`config.mk`:
```
export PLATFORM = sky130hd
export DESIGN_NAME = lwc_enc_core
export DESIGN_NICKNAME = d
export VERILOG_FILES = /design/src/rtl/lwc_pkg.sv /design/src/rtl/lwc_feistel_step.sv /design/src/rtl/lwc_zgen.sv /design/src/rtl/lwc_keysched.sv /design/src/rtl/lwc_enc_core.sv
export SDC_FILE = /design/constraint.sdc
export NUM_CORES = 1
export LEC_CHECK = 0
export CAP_MARGIN = 20
export CORE_ASPECT_RATIO = 0.8
export CORE_UTILIZATION = 45
export DETAILED_ROUTE_END_ITERATION = 12
export HOLD_SLACK_MARGIN = 0.03
export PLACE_DENSITY = 0.73
export SYNTH_ARGS = -nofsm -noshare
export SYNTH_HDL_FRONTEND = slang
export SYNTH_SLANG_ARGS = --single-unit
export TNS_END_PERCENT = 5
```
`constraint.sdc`:
```
create_clock -name clk -period 1.5 [get_ports clk]
set_input_delay 0.3 -clock clk [delete_from_list [all_inputs] [get_ports clk]]
set_output_delay 0.3 -clock clk [all_outputs]
set_load 0.005 [all_outputs]
```
`src/rtl/lwc_pkg.sv`:
```
package lwc_pkg;

    typedef enum logic {
        ST_IDLE = 1'b0,
        ST_RUN  = 1'b1
    } run_state_e;

    // Number of rounds for a given word width.
    function automatic int unsigned rounds_for(int unsigned n);
        case (n)
            16:      return 32;
            24:      return 36;
            default: return 44;
        endcase
    endfunction

    // Length of the round-constant sequence register.
    function automatic int unsigned zlen_for(int unsigned n);
        return (n == 32) ? 6 : 5;
    endfunction

endpackage

```
`src/rtl/lwc_feistel_step.sv`:
```
module lwc_feistel_step #(
    parameter int N = 16
) (
    input  logic [N-1:0] lft,
    input  logic [N-1:0] rgt,
    input  logic [N-1:0] rk,
    output logic [N-1:0] nxt
);
    logic [N-1:0] rot5;
    logic [N-1:0] rot1;

    always_comb begin
        rot5 = {lft[N-6:0], lft[N-1:N-5]};
        rot1 = {lft[N-2:0], lft[N-1]};
        nxt  = (lft & rot5) ^ rot1 ^ rgt ^ rk;
    end
endmodule

```
`src/rtl/lwc_zgen.sv`:
```
module lwc_zgen #(
    parameter int N = 16
) (
    input  logic clk,
    input  logic rst,
    input  logic load,
    input  logic adv,
    output logic zbit
);
    localparam int W = int'(lwc_pkg::zlen_for(N));

    logic [W-1:0] st;
    logic         fb;

    generate
        if (W == 6) begin : g_tap6
            assign fb = st[0] ^ st[1];
        end else begin : g_tap5
            assign fb = st[0] ^ st[2];
        end
    endgenerate

    always_ff @(posedge clk) begin
        if (rst || load) begin
            st <= '1;
        end else if (adv) begin
            st <= {fb, st[W-1:1]};
        end
    end

    assign zbit = st[0];
endmodule

```
`src/rtl/lwc_keysched.sv`:
```
module lwc_keysched #(
    parameter int N = 16
) (
    input  logic           clk,
    input  logic           rst,
    input  logic           load,
    input  logic           adv,
    input  logic [4*N-1:0] key_in,
    output logic [N-1:0]   rk
);
    localparam logic [N-1:0] KCONST = {{(N-2){1'b1}}, 2'b00};

    logic [N-1:0] kw, t0, t1, t2;
    logic [N-1:0] cst, nw;
    logic         z;

    lwc_zgen #(.N(N)) u_zgen (
        .clk  (clk),
        .rst  (rst),
        .load (load),
        .adv  (adv),
        .zbit (z)
    );

    assign cst = KCONST | {{(N-1){1'b0}}, z};

    lwc_feistel_step #(.N(N)) u_kstep (
        .lft (t0),
        .rgt (kw),
        .rk  (cst),
        .nxt (nw)
    );

    always_ff @(posedge clk) begin
        if (rst) begin
            {t2, t1, t0, kw} <= '0;
        end else if (load) begin
            {t2, t1, t0, kw} <= key_in;
        end else if (adv) begin
            kw <= t0;
            t0 <= t1;
            t1 <= t2;
            t2 <= nw;
        end
    end

    assign rk = kw;
endmodule

```
`src/rtl/lwc_enc_core.sv`:
```
module lwc_enc_core #(
    parameter int N = 16
) (
    input  logic           clk,
    input  logic           rst,
    input  logic           start,
    input  logic [2*N-1:0] pt,
    input  logic [4*N-1:0] key,
    output logic [2*N-1:0] ct,
    output logic           done
);
    import lwc_pkg::*;

    localparam int ROUNDS = int'(rounds_for(N));
    localparam int CW     = $clog2(ROUNDS);

    run_state_e    st;
    logic [CW-1:0] rnd;
    logic [N-1:0]  l_q, r_q, nl, rk_cur;
    logic          busy, accept, last;

    assign busy   = (st == ST_RUN);
    assign accept = start && !busy;
    assign last   = busy && (rnd == CW'(ROUNDS - 1));

    lwc_keysched #(.N(N)) u_ks (
        .clk    (clk),
        .rst    (rst),
        .load   (accept),
        .adv    (busy),
        .key_in (key),
        .rk     (rk_cur)
    );

    lwc_feistel_step #(.N(N)) u_dstep (
        .lft (l_q),
        .rgt (r_q),
        .rk  (rk_cur),
        .nxt (nl)
    );

    always_ff @(posedge clk) begin
        if (rst) begin
            st   <= ST_IDLE;
            rnd  <= '0;
            l_q  <= '0;
            r_q  <= '0;
            ct   <= '0;
            done <= 1'b0;
        end else begin
            done <= 1'b0;
            if (accept) begin
                st         <= ST_RUN;
                rnd        <= '0;
                {l_q, r_q} <= pt;
            end else if (busy) begin
                l_q <= nl;
                r_q <= l_q;
                rnd <= rnd + 1'b1;
                if (last) begin
                    st   <= ST_IDLE;
                    done <= 1'b1;
                    ct   <= {nl, l_q};
                end
            end
        end
    end
endmodule

```
==> impl_results.html, run 1 <==
<table>
<tr><th>Metric</th><th>Value</th></tr>
<tr><th colspan="2">Run status</th></tr>
<tr><td>Run status</td><td>finished with violations</td></tr>
<tr><td>Violated checks</td><td>setup timing</td></tr>
<tr><th colspan="2">Setup path</th></tr>
<tr><td>Crit path cell chain</td><td>ha_1 &gt; and3_1 &gt; ha_2 &gt; nand2_2 &gt; nor2_2 &gt; buf_12 &gt; a22o_1</td></tr>
<tr><td>Data required time of the critical path</td><td>1.81 ns</td></tr>
<tr><td>Startpoint type of the worst setup path</td><td>flip-flop</td></tr>
<tr><td>Crit-path slowest cell</td><td>dfxtp_1</td></tr>
<tr><td>Flop2flop setup slack</td><td>-0.02 ns</td></tr>
<tr><td>Terminus of the critical flop-to-flop path</td><td>ct[5]</td></tr>
<tr><td>Worst Setup SP</td><td>rnd[0]</td></tr>
<tr><td>Arrival time worst endpoint</td><td>1.83 ns</td></tr>
<tr><td>Critical path buffers and inverters</td><td>1</td></tr>
<tr><td>Worst path depth</td><td>7</td></tr>
<tr><td>Type of the setup path with the least slack</td><td>reg -&gt; reg</td></tr>
<tr><td>Peak fanout along the critical path</td><td>23</td></tr>
<tr><td>R2R Path Start</td><td>rnd[0]</td></tr>
<tr><td>Gate family responsible for the most delay along the worst path</td><td>adder cells</td></tr>
<tr><td>Path depth of the worst reg2reg path</td><td>7</td></tr>
<tr><td>Setup crit end kind</td><td>flip-flop</td></tr>
<tr><td>CP max stage delay</td><td>0.32 ns</td></tr>
<tr><td>Crit path capture</td><td>ct[5]</td></tr>
<tr><th colspan="2">Synthesis</th></tr>
<tr><td>Unique masters post-synth</td><td>29</td></tr>
<tr><td>Synth Net Count</td><td>807</td></tr>
<tr><td>Number of enable flip-flop cells after synthesis</td><td>0</td></tr>
<tr><td>Most used flip-flop cell after synthesis</td><td>dfxtp_1</td></tr>
<tr><td>Post-Synthesis Cells</td><td>706</td></tr>
<tr><td>Synthesis-stage register bit count</td><td>140</td></tr>
<tr><td>Post-synth design cell area</td><td>0.00693 mm^2</td></tr>
<tr><td>Total number of yosys warnings</td><td>0</td></tr>
<tr><td>Per-instance average area after synthesis</td><td>9.82 um^2</td></tr>
<tr><td>Proportion of register bits with asynchronous set or reset after synthesis</td><td>0</td></tr>
<tr><td>Share of synthesized area occupied by flip-flops and latches</td><td>0.404</td></tr>
<tr><th colspan="2">Routing</th></tr>
<tr><td>Vias</td><td>5615</td></tr>
<tr><td>DRT Pass-1 Iters</td><td>5</td></tr>
<tr><td>Detailed Route WL</td><td>18700 um</td></tr>
<tr><td>Via-per-instance ratio</td><td>5.46</td></tr>
<tr><td>Drt wl/cell</td><td>18.2 um</td></tr>
<tr><td>Drt first-iter violations</td><td>444</td></tr>
<tr><td>Residual DRC</td><td>0</td></tr>
<tr><td>Number of routed nets with antenna violations</td><td>0</td></tr>
<tr><th colspan="2">Place</th></tr>
<tr><td>Number of instances in the placed design</td><td>998</td></tr>
<tr><td>Setup Slack @ Placement</td><td>-0.0441 ns</td></tr>
<tr><td>Placed Instance Area</td><td>0.00846 mm^2</td></tr>
<tr><td>Count of input and output buffers</td><td>131</td></tr>
<tr><td>Final weighted congestion in routability-driven placement</td><td>0.817</td></tr>
<tr><td>Detailed-placement wirelength estimate</td><td>13000 um</td></tr>
<tr><th colspan="2">Power and ir drop</th></tr>
<tr><td>Static leakage</td><td>3.95 nW</td></tr>
<tr><td>Fraction of power spent switching nets</td><td>0.257</td></tr>
<tr><td>Comb power frac</td><td>0.165</td></tr>
<tr><td>Psw</td><td>2.55 mW</td></tr>
<tr><td>Clock network power share</td><td>0.410</td></tr>
<tr><td>Internal power</td><td>7.36 mW</td></tr>
<tr><td>Worst vdd rail ir drop</td><td>0.925 mV</td></tr>
<tr><td>Register share of total power</td><td>0.424</td></tr>
<tr><td>Power density normalized to cell area</td><td>1100 mW/mm^2</td></tr>
<tr><th colspan="2">Floorplanning</th></tr>
<tr><td>I/O pin count</td><td>132</td></tr>
<tr><td>Die Outline Area</td><td>0.0159 mm^2</td></tr>
<tr><td>Die width</td><td>141 um</td></tr>
<tr><td>Vert. Die Dim</td><td>113 um</td></tr>
<tr><td>Area inside the core boundary</td><td>0.0150 mm^2</td></tr>
<tr><td>Initial standard-cell utilization of the core</td><td>0.462</td></tr>
<tr><td>Count of standard-cell rows</td><td>40</td></tr>
<tr><th colspan="2">Clocking</th></tr>
<tr><td>Clock-pin slew on the worst setup and hold paths</td><td>0.06 ns</td></tr>
<tr><td>CTS H-tree depth</td><td>4</td></tr>
<tr><td>Hold Buf Count CTS</td><td>0</td></tr>
<tr><td>CTS root buffer</td><td>clkbuf_16</td></tr>
<tr><td>Clk sink count</td><td>140</td></tr>
<tr><td>Number of buffers created by CTS</td><td>17</td></tr>
<tr><td>Clock tree buffer depth</td><td>2</td></tr>
<tr><td>Post-CTS setup buffer count</td><td>0</td></tr>
<tr><td>TritonCTS clock tree</td><td>done</td></tr>
<tr><td>Skew-Pair Late Insertion Delay</td><td>0.43 ns</td></tr>
<tr><th colspan="2">Flow run</th></tr>
<tr><td>Total of max-cap violations</td><td>0</td></tr>
<tr><th colspan="2">Timing</th></tr>
<tr><td>Setup repair after global routing missed its margin</td><td>true</td></tr>
<tr><td>Number of pins with negative max-slew slack in the final report</td><td>0</td></tr>
<tr><td>Slew at the pin with the worst max-slew slack</td><td>0.348 ns</td></tr>
<tr><td>Fmax</td><td>659 MHz</td></tr>
<tr><td>Final hold violation count</td><td>0</td></tr>
<tr><td>Fin crit period</td><td>1.52 ns</td></tr>
<tr><td>Final worst-path setup slack</td><td>-0.0165 ns</td></tr>
<tr><td>Post-Route Skew</td><td>0.00552 ns</td></tr>
<tr><td>Setup TNS after final layout</td><td>-0.0841 ns</td></tr>
<tr><td>Count of final setup violators</td><td>15</td></tr>
<tr><td>Post-route clock period utilization</td><td>1.01</td></tr>
<tr><td>Max_slew headroom</td><td>0.768</td></tr>
<tr><th colspan="2">Cells and area</th></tr>
<tr><td>Synthesis-to-layout area growth</td><td>29.7%</td></tr>
<tr><td>Post-route design area</td><td>0.00900 mm^2</td></tr>
<tr><td>Number of antenna cells inserted</td><td>0</td></tr>
<tr><td>Core Util, Final</td><td>0.599</td></tr>
<tr><td>Nets</td><td>929</td></tr>
<tr><td>Layout cells sized above 1</td><td>0.181</td></tr>
<tr><td>Final Non-Filler Cells</td><td>1029</td></tr>
<tr><td>Number of filler instances in the final layout</td><td>1251</td></tr>
<tr><th colspan="2">Global routing</th></tr>
<tr><td>Overall fraction of global-route tracks in use</td><td>0.242</td></tr>
<tr><td>Vias in the first global route</td><td>5524</td></tr>
<tr><td>Pin count of the biggest net entering global routing</td><td>63</td></tr>
<tr><td>Leftover overflow at the end of global routing</td><td>0</td></tr>
<tr><td>Initial antenna violation count</td><td>0</td></tr>
<tr><td>Wire length of the first global-routing pass</td><td>29200 um</td></tr>
<tr><th colspan="2">Min path</th></tr>
<tr><td>Hold WC Path Type</td><td>in -&gt; reg</td></tr>
</table>
==> power groups by stage <==
stage | sequential [mW] | clock (mW) | combinational, mW
6_report | 4.21 | 4.07 | 1.64
3_3_place_gp | 4.27 | 0 | 1.58
2_1_floorplan | 4.17 | 0 | 1.12
3_5_place_dp | 4.28 | 0 | 1.62
4_1_cts | 4.20 | 4.11 | 1.63
5_1_grt | 4.23 | 4.29 | 1.76
==> flip-flops by register name (all words and copies together) (netlist names) <==
| signal | cells |
|---|---|
| u_ks.t1 | 16 |
| u_ks.t2 | 16 |
| busy | 1 |
| l_q | 16 |
| ct | 32 |
| u_ks.rk | 16 |
| u_ks.u_zgen.st | 5 |
| r_q | 16 |
| done | 1 |
| rnd | 5 |
| u_ks.t0 | 16 |
==> cell families after synthesis <==
kind of cell	count (synthesis)	share of synthesized area
fa+ha+maj	2	0.00361
flops	140	0.404
compound gates	165	0.169
simple gates	192	0.111
buf+inv	53	0.0500
xor+xnor	68	0.120
mux	86	0.143
==> layout by cell type, fill, tap and decap left out, types with 2 or more instances in the layout <==
cell type / netlist / final
xnor3_1: 17 / 17
a211oi_2: 18 / 18
a21oi_2: 2 / 2
o21a_1: 17 / 17
dfxtp_2: 0 / 10
dlygate4sd2_1: 0 / 32
buf_4: 6 / 15
a22o_1: 32 / 32
clkbuf_8: 0 / 2
mux2_4: 14 / 14
clkinv_2: 0 / 5
mux2i_1: 22 / 22
clkbuf_16: 0 / 17
dfxtp_1: 140 / 129
xor2_1: 33 / 33
a21oi_1: 80 / 80
nor2_1: 7 / 7
bufinv_16: 0 / 2
nand2_1: 166 / 165
xnor2_1: 18 / 18
buf_12: 5 / 11
mux2_2: 50 / 50
nor2b_1: 16 / 16
a211oi_1: 14 / 14
clkbuf_1: 15 / 4
clkdlybuf4s50_1: 0 / 96
==> cell type report <==
type                       instances  area (um^2)  area share
clock inverter                     8         92.6      0.0103
multi-input combinational        513         3790       0.421
timing repair buffer             155         1590       0.176
sequential                       140         2820       0.313
tap                              189          236      0.0263
clock buffer                      23          468      0.0520
inverter                           1         3.75    0.000417
==> synthesized netlist by cell type (all sizes together), types with 17 or more instances <==
library cell / n / area [um^2]
nand2: 166 / 623
dfxtp: 140 / 2800
a21oi: 82 / 418
mux2: 64 / 773
buf: 37 / 287
xor2: 33 / 289
a211oi: 32 / 330
a22o: 32 / 280
mux2i: 22 / 220
xnor2: 18 / 158
o21a: 17 / 128
xnor3: 17 / 383
==> metrics by stage <==
step                power [mW]  hold WS [ns]
floorplan                 5.28         0.435
global placement          5.85         0.443
detailed placement        5.90         0.448
CTS                       9.94         0.223
global route              10.3         0.233
finish                    9.91         0.226
==> worst min-delay path by stage <==
stage	depth (start not counted)	startpoint	end	slack, ns
global route	2	rst	r_q[15]	0.23
floorplan	2	u_ks.t2[10]	u_ks.t1[10]	0.44
CTS	2	rst	r_q[15]	0.22
detailed placement	2	u_ks.t2[6]	u_ks.t1[6]	0.45
finish	2	rst	r_q[15]	0.23
global placement	2	u_ks.t2[8]	u_ks.t1[8]	0.44
==> metal layers <==
layer	vias to the layer above	track usage	share of wire
met4	0	0.0775	0.019
met3	35	0.0647	0.063
met5	-	0	0
li1	2687	-	-
met1	2700	0.322	0.46
met2	193	0.383	0.46
==> repair_timing <==
action,in CTS,in global routing
pin swaps,1,0
endpoints found under the setup margin,66,34
gates resized for setup,44,1
Power figures use the tool's default switching activity.
==> run 2: changes to the inputs <==
--- a/config.mk
+++ b/config.mk
@@ -8,9 +8,10 @@
 export CAP_MARGIN = 20
 export CORE_ASPECT_RATIO = 0.8
 export CORE_UTILIZATION = 45
+export CTS_CLUSTER_SIZE = 40
 export DETAILED_ROUTE_END_ITERATION = 12
 export HOLD_SLACK_MARGIN = 0.03
-export PLACE_DENSITY = 0.73
+export PLACE_DENSITY = 0.71
 export SYNTH_ARGS = -nofsm -noshare
 export SYNTH_HDL_FRONTEND = slang
 export SYNTH_SLANG_ARGS = --single-unit
==> constraint.sdc (replaced) <==
create_clock -name clk -period 1.85 [get_ports clk]
set_input_delay 0.37 -clock clk [delete_from_list [all_inputs] [get_ports clk]]
set_output_delay 0.37 -clock clk [all_outputs]
set_load 0.005 [all_outputs]
==> run 2 against run 1 <==
- the run now ends clean
- clock power decreased by 18%
- sequential share of layout area is 0.097 points higher
- register-to-register slack better by 0.23 ns
- critical endpoint is now ct[20]
- via count is 2.5% lower
- clock skew up 0.0015 ns
- largest power group unchanged
==> impl_results.html, run 2 (synthesized netlist as in run 1, its figures left out) <==
<table>
<tr><th>Metric</th><th>Value</th></tr>
<tr><th colspan="2">Run status</th></tr>
<tr><td>Run status</td><td>finished clean (was finished with violations)</td></tr>
<tr><th colspan="2">Cells and area</th></tr>
<tr><td>Register bank with the most flops</td><td>ct (unchanged)</td></tr>
<tr><td>Number of filler instances in the final layout</td><td>1240 (was 1251)</td></tr>
<tr><td>Synthesis-to-layout area growth</td><td>28.8% (was 29.7%)</td></tr>
<tr><td>Max FFs per register</td><td>32 (unchanged)</td></tr>
<tr><td>Core Util, Final</td><td>0.595 (was 0.599)</td></tr>
<tr><td>Most used cells in the layout excluding fill and tap cells</td><td>nand2_1, dfxtp_1, clkdlybuf4s50_1 (unchanged)</td></tr>
<tr><td>Most common library cell in the layout ignoring fill and taps</td><td>nand2_1 (unchanged)</td></tr>
<tr><td>Layout cells sized above 1</td><td>0.155 (was 0.181)</td></tr>
<tr><td>Number of antenna cells inserted</td><td>0 (unchanged)</td></tr>
<tr><td>Nets</td><td>920 (was 929)</td></tr>
<tr><th colspan="2">Place</th></tr>
<tr><td>Count of input and output buffers</td><td>131 (unchanged)</td></tr>
<tr><td>Setup Slack @ Placement</td><td>0.233 ns (was -0.0441 ns)</td></tr>
<tr><td>Detailed-placement wirelength estimate</td><td>12600 um (was 13000 um)</td></tr>
<tr><td>Final weighted congestion in routability-driven placement</td><td>0.796 (was 0.817)</td></tr>
<tr><th colspan="2">Clocking</th></tr>
<tr><td>Clk sink count</td><td>140 (unchanged)</td></tr>
<tr><td>CTS H-tree depth</td><td>4 (unchanged)</td></tr>
<tr><td>TritonCTS clock tree</td><td>done (unchanged)</td></tr>
<tr><td>Cts repair resizes</td><td>0 (was 44)</td></tr>
<tr><td>Number of buffers created by CTS</td><td>17 (unchanged)</td></tr>
<tr><td>Hold Buf Count CTS</td><td>0 (unchanged)</td></tr>
<tr><td>Clock tree buffer depth</td><td>2 (unchanged)</td></tr>
<tr><td>Skew-Pair Late Insertion Delay</td><td>0.43 ns (about the same)</td></tr>
<tr><td>Clock-pin slew on the worst setup and hold paths</td><td>0.06 ns (about the same)</td></tr>
<tr><td>Post-CTS setup buffer count</td><td>0 (unchanged)</td></tr>
<tr><td>CTS root buffer</td><td>clkbuf_16 (unchanged)</td></tr>
<tr><th colspan="2">Routing</th></tr>
<tr><td>Vias</td><td>5474 (was 5615)</td></tr>
<tr><td>Number of routed nets with antenna violations</td><td>0 (unchanged)</td></tr>
<tr><td>Drt first-iter violations</td><td>386 (was 444)</td></tr>
<tr><td>DRT Pass-1 Iters</td><td>5 (unchanged)</td></tr>
<tr><td>Via-per-instance ratio</td><td>5.36 (was 5.46)</td></tr>
<tr><td>Residual DRC</td><td>0 (unchanged)</td></tr>
<tr><td>Drt wl/cell</td><td>17.9 um (was 18.2 um)</td></tr>
<tr><td>Detailed Route WL</td><td>18300 um (was 18700 um)</td></tr>
<tr><th colspan="2">Timing</th></tr>
<tr><td>Setup TNS after final layout</td><td>0 ns (was -0.0841 ns)</td></tr>
<tr><td>Number of pins with negative max-slew slack in the final report</td><td>0 (unchanged)</td></tr>
<tr><td>Setup repair after global routing missed its margin</td><td>false (was true)</td></tr>
<tr><td>Final worst-path setup slack</td><td>0.136 ns (was -0.0165 ns)</td></tr>
<tr><td>Fin crit period</td><td>1.71 ns</td></tr>
<tr><td>Final hold violation count</td><td>0 (unchanged)</td></tr>
<tr><td>Post-Route Skew</td><td>0.00705 ns (was 0.00552 ns)</td></tr>
<tr><td>Max_slew headroom</td><td>0.721 (was 0.768)</td></tr>
<tr><td>Fmax</td><td>583 MHz</td></tr>
<tr><td>Count of final setup violators</td><td>0 (was 15)</td></tr>
<tr><td>Slew at the pin with the worst max-slew slack</td><td>0.418 ns (was 0.348 ns)</td></tr>
<tr><td>Post-route clock period utilization</td><td>0.926</td></tr>
<tr><th colspan="2">Floorplanning</th></tr>
<tr><td>Count of standard-cell rows</td><td>40 (unchanged)</td></tr>
<tr><td>Die width</td><td>141 um (unchanged)</td></tr>
<tr><td>Area inside the core boundary</td><td>0.0150 mm^2 (unchanged)</td></tr>
<tr><td>Initial standard-cell utilization of the core</td><td>0.462 (unchanged)</td></tr>
<tr><td>I/O pin count</td><td>132 (unchanged)</td></tr>
<tr><td>Vert. Die Dim</td><td>113 um (unchanged)</td></tr>
<tr><td>Die Outline Area</td><td>0.0159 mm^2 (unchanged)</td></tr>
<tr><th colspan="2">Global routing</th></tr>
<tr><td>Pin count of the biggest net entering global routing</td><td>82 (was 63)</td></tr>
<tr><td>Overall fraction of global-route tracks in use</td><td>0.239 (was 0.242)</td></tr>
<tr><td>Initial antenna violation count</td><td>0 (unchanged)</td></tr>
<tr><td>Vias in the first global route</td><td>5406 (was 5524)</td></tr>
<tr><td>Leftover overflow at the end of global routing</td><td>0 (unchanged)</td></tr>
<tr><td>Wire length of the first global-routing pass</td><td>29100 um (was 29200 um)</td></tr>
<tr><th colspan="2">Min path</th></tr>
<tr><td>Min-Delay Startpoint</td><td>rst (unchanged)</td></tr>
<tr><td>Hold WC Path Type</td><td>in -&gt; reg (unchanged)</td></tr>
<tr><td>Worst Hold Depth</td><td>2 (unchanged)</td></tr>
<tr><td>End of the worst hold path</td><td>u_ks.t1[15] (was r_q[15])</td></tr>
<tr><th colspan="2">Setup path</th></tr>
<tr><td>Terminus of the critical flop-to-flop path</td><td>ct[2] (was ct[5])</td></tr>
<tr><td>Path depth of the worst reg2reg path</td><td>7 (unchanged)</td></tr>
<tr><td>Crit-path slowest cell</td><td>clkdlybuf4s50_1 (was dfxtp_1)</td></tr>
<tr><td>R2R Path Start</td><td>rnd[0] (unchanged)</td></tr>
<tr><td>CP max stage delay</td><td>0.53 ns (was 0.32 ns)</td></tr>
<tr><td>Crit path cell chain</td><td>clkdlybuf4s50_1 (was ha_1 &gt; and3_1 &gt; ha_2 &gt; nand2_2 &gt; nor2_2 &gt; buf_12 &gt; a22o_1)</td></tr>
<tr><td>Gate family responsible for the most delay along the worst path</td><td>buffers and inverters (was adder cells)</td></tr>
<tr><td>Data required time of the critical path</td><td>1.48 ns (was 1.81 ns)</td></tr>
<tr><td>Arrival time worst endpoint</td><td>1.34 ns (was 1.83 ns)</td></tr>
<tr><td>Startpoint type of the worst setup path</td><td>flip-flop (unchanged)</td></tr>
<tr><td>Type of the setup path with the least slack</td><td>reg -&gt; out (was reg -&gt; reg)</td></tr>
<tr><td>Critical path buffers and inverters</td><td>1 (unchanged)</td></tr>
<tr><td>Peak fanout along the critical path</td><td>2 (was 23)</td></tr>
<tr><td>Flop2flop setup slack</td><td>0.21 ns (was -0.02 ns)</td></tr>
<tr><td>Setup crit end kind</td><td>output port (was flip-flop)</td></tr>
<tr><th colspan="2">Flow run</th></tr>
<tr><td>Total of max-cap violations</td><td>0 (unchanged)</td></tr>
<tr><th colspan="2">Power and ir drop</th></tr>
<tr><td>Static leakage</td><td>3.71 nW (was 3.95 nW)</td></tr>
<tr><td>Power density normalized to cell area</td><td>897 mW/mm^2 (was 1100 mW/mm^2)</td></tr>
<tr><td>Worst vdd rail ir drop</td><td>0.860 mV (was 0.925 mV)</td></tr>
</table>
[run 2: report_power, final]
part	internal [mW]	switching, mW
registers	3.19	0.226
clock network	2.05	1.27
logic	0.722	0.553
[run 2: how the worst max path moves through the flow]
| stage | startpoint | end | slack [ns] | cells past startpoint |
|---|---|---|---|---|
| 6_report | ct[20] | ct[20] | 0.14 | 1 |
| 5_1_grt | ct[16] | ct[16] | 0.13 | 1 |
| 4_1_cts | ct[20] | ct[20] | 0.14 | 1 |
| 3_5_place_dp | start | u_ks.rk[0] | 0.23 | 5 |
| 3_3_place_gp | start | u_ks.t1[15] | 0.26 | 5 |
| 2_1_floorplan | rnd[0] | ct[10] | 0.35 | 7 |
[run 2: layer usage]
metal,vias to the layer above,GRT usage,wire [um]
li1,2661,-,-
met1,2643,0.331,8620
met2,149,0.375,8510
met3,21,0.0529,958
met4,0,0.0667,208
met5,-,0,0
[run 2: final cells by class]
class / count / area, um^2 / share of cell area
Inverter: 1 / 3.75 / 0.000420
Clock buffer: 26 / 479 / 0.0537
Tap cell: 189 / 236 / 0.0265
Multi-Input combinational cell: 513 / 3780 / 0.424
Timing Repair Buffer: 146 / 1530 / 0.172
Sequential cell: 140 / 2810 / 0.314
Clock inverter: 6 / 86.3 / 0.00967
[run 2: stage by stage]
step / hold slack [ns] / cells / instance area (um^2) / power (mW)
final: 0.365 / 1021 / 8930 / 8.01
after global routing: 0.375 / 1021 / 8930 / 8.31
after CTS: 0.364 / 1021 / 8930 / 8.03
after detailed placement: 0.452 / 989 / 8360 / 4.75
after global placement: 0.443 / 989 / 8360 / 4.71
after floorplan: 0.435 / 706 / 6930 / 4.28
[run 2: worst register-to-register path, cell delays in order, from the launching register on]
cell     delay [ns]
dfxtp_1        0.34
ha_1           0.22
and3_1         0.18
ha_1           0.20
nand2_1        0.09
nor2_2         0.05
buf_12         0.18
a22o_1         0.28
